### src/rtl/bcd_countdown_toggle.sv
module bcd_countdown_toggle #(
  parameter int PRESET_TENS  = 9,
  parameter int PRESET_UNITS = 9
) (
  input  logic       clk,
  input  logic       rst,
  input  logic       btn,
  input  logic       tick,
  input  logic       load,
  output logic [3:0] tens,
  output logic [3:0] units,
  output logic       done
);
  localparam logic [3:0] PT  = 4'(PRESET_TENS);
  localparam logic [3:0] PU  = 4'(PRESET_UNITS);
  localparam logic [3:0] TOP = 4'd9;

  logic run;
  logic at_zero, step, last_step, units_wrap;

  assign at_zero    = (tens == 4'd0) && (units == 4'd0);
  assign step       = run && tick && !at_zero;
  assign units_wrap = (units == 4'd0);
  assign last_step  = step && (tens == 4'd0) && (units == 4'd1);
  assign done       = at_zero;

  always_ff @(posedge clk) begin
    if (rst || load) begin
      tens  <= PT;
      units <= PU;
    end else if (step) begin
      units <= units_wrap ? TOP : units - 4'd1;
      if (units_wrap) tens <= tens - 4'd1;
    end
  end

  always_ff @(posedge clk) begin
    if (rst || load)           run <= 1'b0;
    else if (last_step)        run <= 1'b0;
    else if (btn && !at_zero)  run <= ~run;
  end

  assert_bcd_range_R9: assert property (@(posedge clk) disable iff (rst)
    (tens <= 4'd9) && (units <= 4'd9));

  assert_paused_hold_R3: assert property (@(posedge clk) disable iff (rst)
    (!load && !(run && tick)) |=> $stable({tens, units}));

  assert_units_borrow_R4: assert property (@(posedge clk) disable iff (rst)
    (!load && run && tick && units == 4'd0 && tens != 4'd0) |=> (units == 4'd9));

  assert_zero_halts_R5: assert property (@(posedge clk) disable iff (rst)
    (!load && at_zero) |=> (at_zero && !run));

  assert_load_preset_R7: assert property (@(posedge clk) disable iff (rst)
    load |=> (tens == PT && units == PU && !run));

  assert_last_clears_R10: assert property (@(posedge clk) disable iff (rst)
    (!load && run && tick && tens == 4'd0 && units == 4'd1) |=> !run);
endmodule

### config.mk
export PLATFORM = sky130hd
export DESIGN_NAME = bcd_countdown_toggle
export DESIGN_NICKNAME = d
export VERILOG_FILES = /design/src/rtl/bcd_countdown_toggle.sv
export SDC_FILE = /design/constraint.sdc
export NUM_CORES = 1
export LEC_CHECK = 0
export BUFFER_PORTS_ARGS = -buffer_cell sky130_fd_sc_hd__buf_2
export CAP_MARGIN = 20
export CORE_AREA = 3 3 40 42
export CTS_CLUSTER_SIZE = 30
export DETAILED_ROUTE_END_ITERATION = 12
export DIE_AREA = 0 0 43 45
export PLACE_DENSITY = 0.68
export SLEW_MARGIN = 20
export SYNTH_ARGS = -nofsm -noshare
export SYNTH_HDL_FRONTEND = slang
export SYNTH_SLANG_ARGS = --single-unit
export TNS_END_PERCENT = 1
### constraint.sdc
create_clock -name clk -period 2.2 [get_ports clk]
set_clock_uncertainty 0.15 [all_clocks]
set_input_delay 0.22 -clock clk [delete_from_list [all_inputs] [get_ports clk]]
set_output_delay 0.22 -clock clk [all_outputs]
set_load 0.005 [all_outputs]
==> impl_metrics.yaml <==
outcome:
  outcome: "finished, final reports clean"
final_layout:
  final_common_cell: "buf_2"
  final_util: 0.496
  diodes: 0
  final_nets: 82
  drive_gt1_frac: 0.311
  area_growth_pct: 18.4
  mostFrequentLayoutCells: "buf_2, dfxtp_1, nor2_1"
route:
  drtAntennaViolNets: 0
  routed_wirelength_mm: 1.20
  post_drt_wl_per_cell_microns: 13.5
  num_vias: 513
  via_per_inst: 5.76
  drt_iter0_drc: 10
  drc: 0
  first_pass_iters: 4
clock_tree:
  clock_sinks: 9
  post_cts_buffers: 0
  path_clk_slew_ns: 0.07
  htreeDepth: 1
  clock_path_buffers: 2
  holdBufCountCts: 0
  cts_buffers: 3
  ctsResizeCount: 0
  cts_tree: "yes"
  insertion_delay_ns: 0.26
  clk_root_buffer_cell: "clkbuf_4"
critical_path:
  reg2reg_depth: 5
  path_cells: "inv_1 > ha_1 > or3b_1 > nor2_1 > buf_2"
  cp-start-kind: "flip-flop"
  crit_required_ns: 1.83
  worstPathArrival_ns: 1.64
  crit_fanout: 6
  reg2reg_from: "tens[0]"
  reg2reg_to: "tens[2]"
  crit_type: "flip-flop to output pin"
  slowest_delay_ns: 0.46
  cp_slowest_cell: "or3b_1"
  ff2ff_setup_slack_ns: 0.50
  cp-end-kind: "output pin"
floorplan:
  rows: 13
  io_pins: 14
  die-area_sq_um: 1940
  die_x_microns: 43
  initial_core_util: 0.419
  fp.dieH_microns: 45
  core_sq_um: 1280
logic_synthesis:
  ys_warn_count: 0
  synth.area.top_cells: "dfxtp_1, ha_1, nor2_1, nor4_4, mux2i_1"
  synth_cell_type_count: 35
  ys_seq_area_frac: 0.335
  synth_nets: 66
  yosys.area.top_type: "dfxtp_1"
  synth_top_area_frac: 0.335
  ys_ff_latch: 9
  postSynthCellCount: 59
  netlist_area_sq_um: 538
  syn-mean-instance-area_sq_um: 9.12
timing:
  max_slew_margin: 0.765
  period_share: 0.913
  tightest_slew_ns: 0.352
  rsz0062_at_grt: "false"
  hold_viol_final: 0
  fmax_mhz: 498
  setup_viol: 0
  tns_ns: 0
  finalCriticalPeriod_ns: 2.01
  slew_violations: 0
global_route:
  grt_antenna_before_repair: 0
  grt_pass1_vias: 427
  groute.usage.overall: 0.138
  grt_pass1_wl_mm: 1.99
  grt_start_max_net_pins: 12
  gr-total-overflow: 0
pwr:
  peakVddDrop_uv: 217
  power_uw: 313
  power.leakage_nw: 0.238
  powerDensity_nw_per_um2: 491
hold_path:
  hp-class: "primary input to flip-flop"
  min_to: "tens[0]"
  hold_path_depth: 3
  min_from: "rst"
flow_run:
  cap_violations: 0
place:
  gp_congestion: 0.846
  portBuffers: 13
  dpl.hpwl_microns: 882
==> worst max-delay path by stage <==
stage	to	startpoint	depth (start not counted)	slack, ns
floorplan	tens[2]	tens[0]	6	0.59
global route	done	tens[0]	5	0.10
detailed placement	done	tens[0]	5	0.49
CTS	done	tens[0]	5	0.20
finish	done	tens[0]	5	0.19
global placement	done	tens[0]	5	0.53
==> report_power, final <==
| part | switching, mW | internal (mW) | total (mW) |
|---|---|---|---|
| logic | 0.00911 | 0.00756 | 0.0167 |
| registers | 0.00227 | 0.164 | 0.166 |
| clock network | 0.0598 | 0.0698 | 0.130 |
| total | 0.0712 | 0.241 | 0.313 |
==> synthesized netlist by cell type, drive strengths merged <==
library cell  instances
a211oi                1
a21oi                 3
a311oi                1
a31oi                 2
and2                  2
and3                  1
and4                  1
buf                   2
clkbuf                1
dfxtp                 9
ha                    2
inv                   3
mux2i                 2
nand2                 2
nand3b                1
nand4                 2
nand4b                1
nor2                  6
nor3                  2
nor3b                 1
nor4                  2
nor4bb                1
o211ai                1
o21ai                 2
o31ai                 2
o41ai                 1
or2                   1
or3                   1
or3b                  1
or4                   2
==> layout make-up <==
class / instances / area [sq um]
timing repair buffer: 14 / 72.6
sequential: 9 / 180
multi-input combinational: 44 / 328
tap: 15 / 18.8
inverter: 3 / 11.3
clock buffer: 4 / 26.3
fill: 122 / 648
==> routing by layer <==
layer	routed length (microns)	track usage
met2	540	0.213
met4	8	0.0723
met3	76	0.0279
met1	572	0.184
met5	0	0
==> flip-flops by register name, summed over array words and instances (netlist names) <==
signal / flops
tens: 4
units: 4
run: 1
==> metrics by stage <==
step | std cells | instance area [sq um] | hold WS (ns) | worst slack, ns
floorplan | 59 | 538 | 0.202 | 0.590
global placement | 85 | 611 | 0.341 | 0.531
detailed placement | 85 | 611 | 0.353 | 0.489
CTS | 89 | 637 | 0.0934 | 0.195
global route | 89 | 637 | 0.118 | 0.101
finish | 89 | 637 | 0.0858 | 0.191
==> cell families (layout without fill, tap and decap cells) <==
kind of cell	Yosys count	count (layout)	share of synthesized area
buf+inv	6	21	0.0558
fa+ha+maj	2	2	0.0465
flops	9	9	0.335
mux	2	2	0.0372
compound gates	13	13	0.167
simple gates	27	27	0.358
==> worst max-delay path, delay by kind of cell, from the launching register on <==
family,cells,cell delay (ns)
and+or+nand+nor,2,0.63
DFF,1,0.33
buffers and inverters,2,0.25
adders and majority gates,1,0.17
Note: power is estimated with default switching activity, not from simulation.
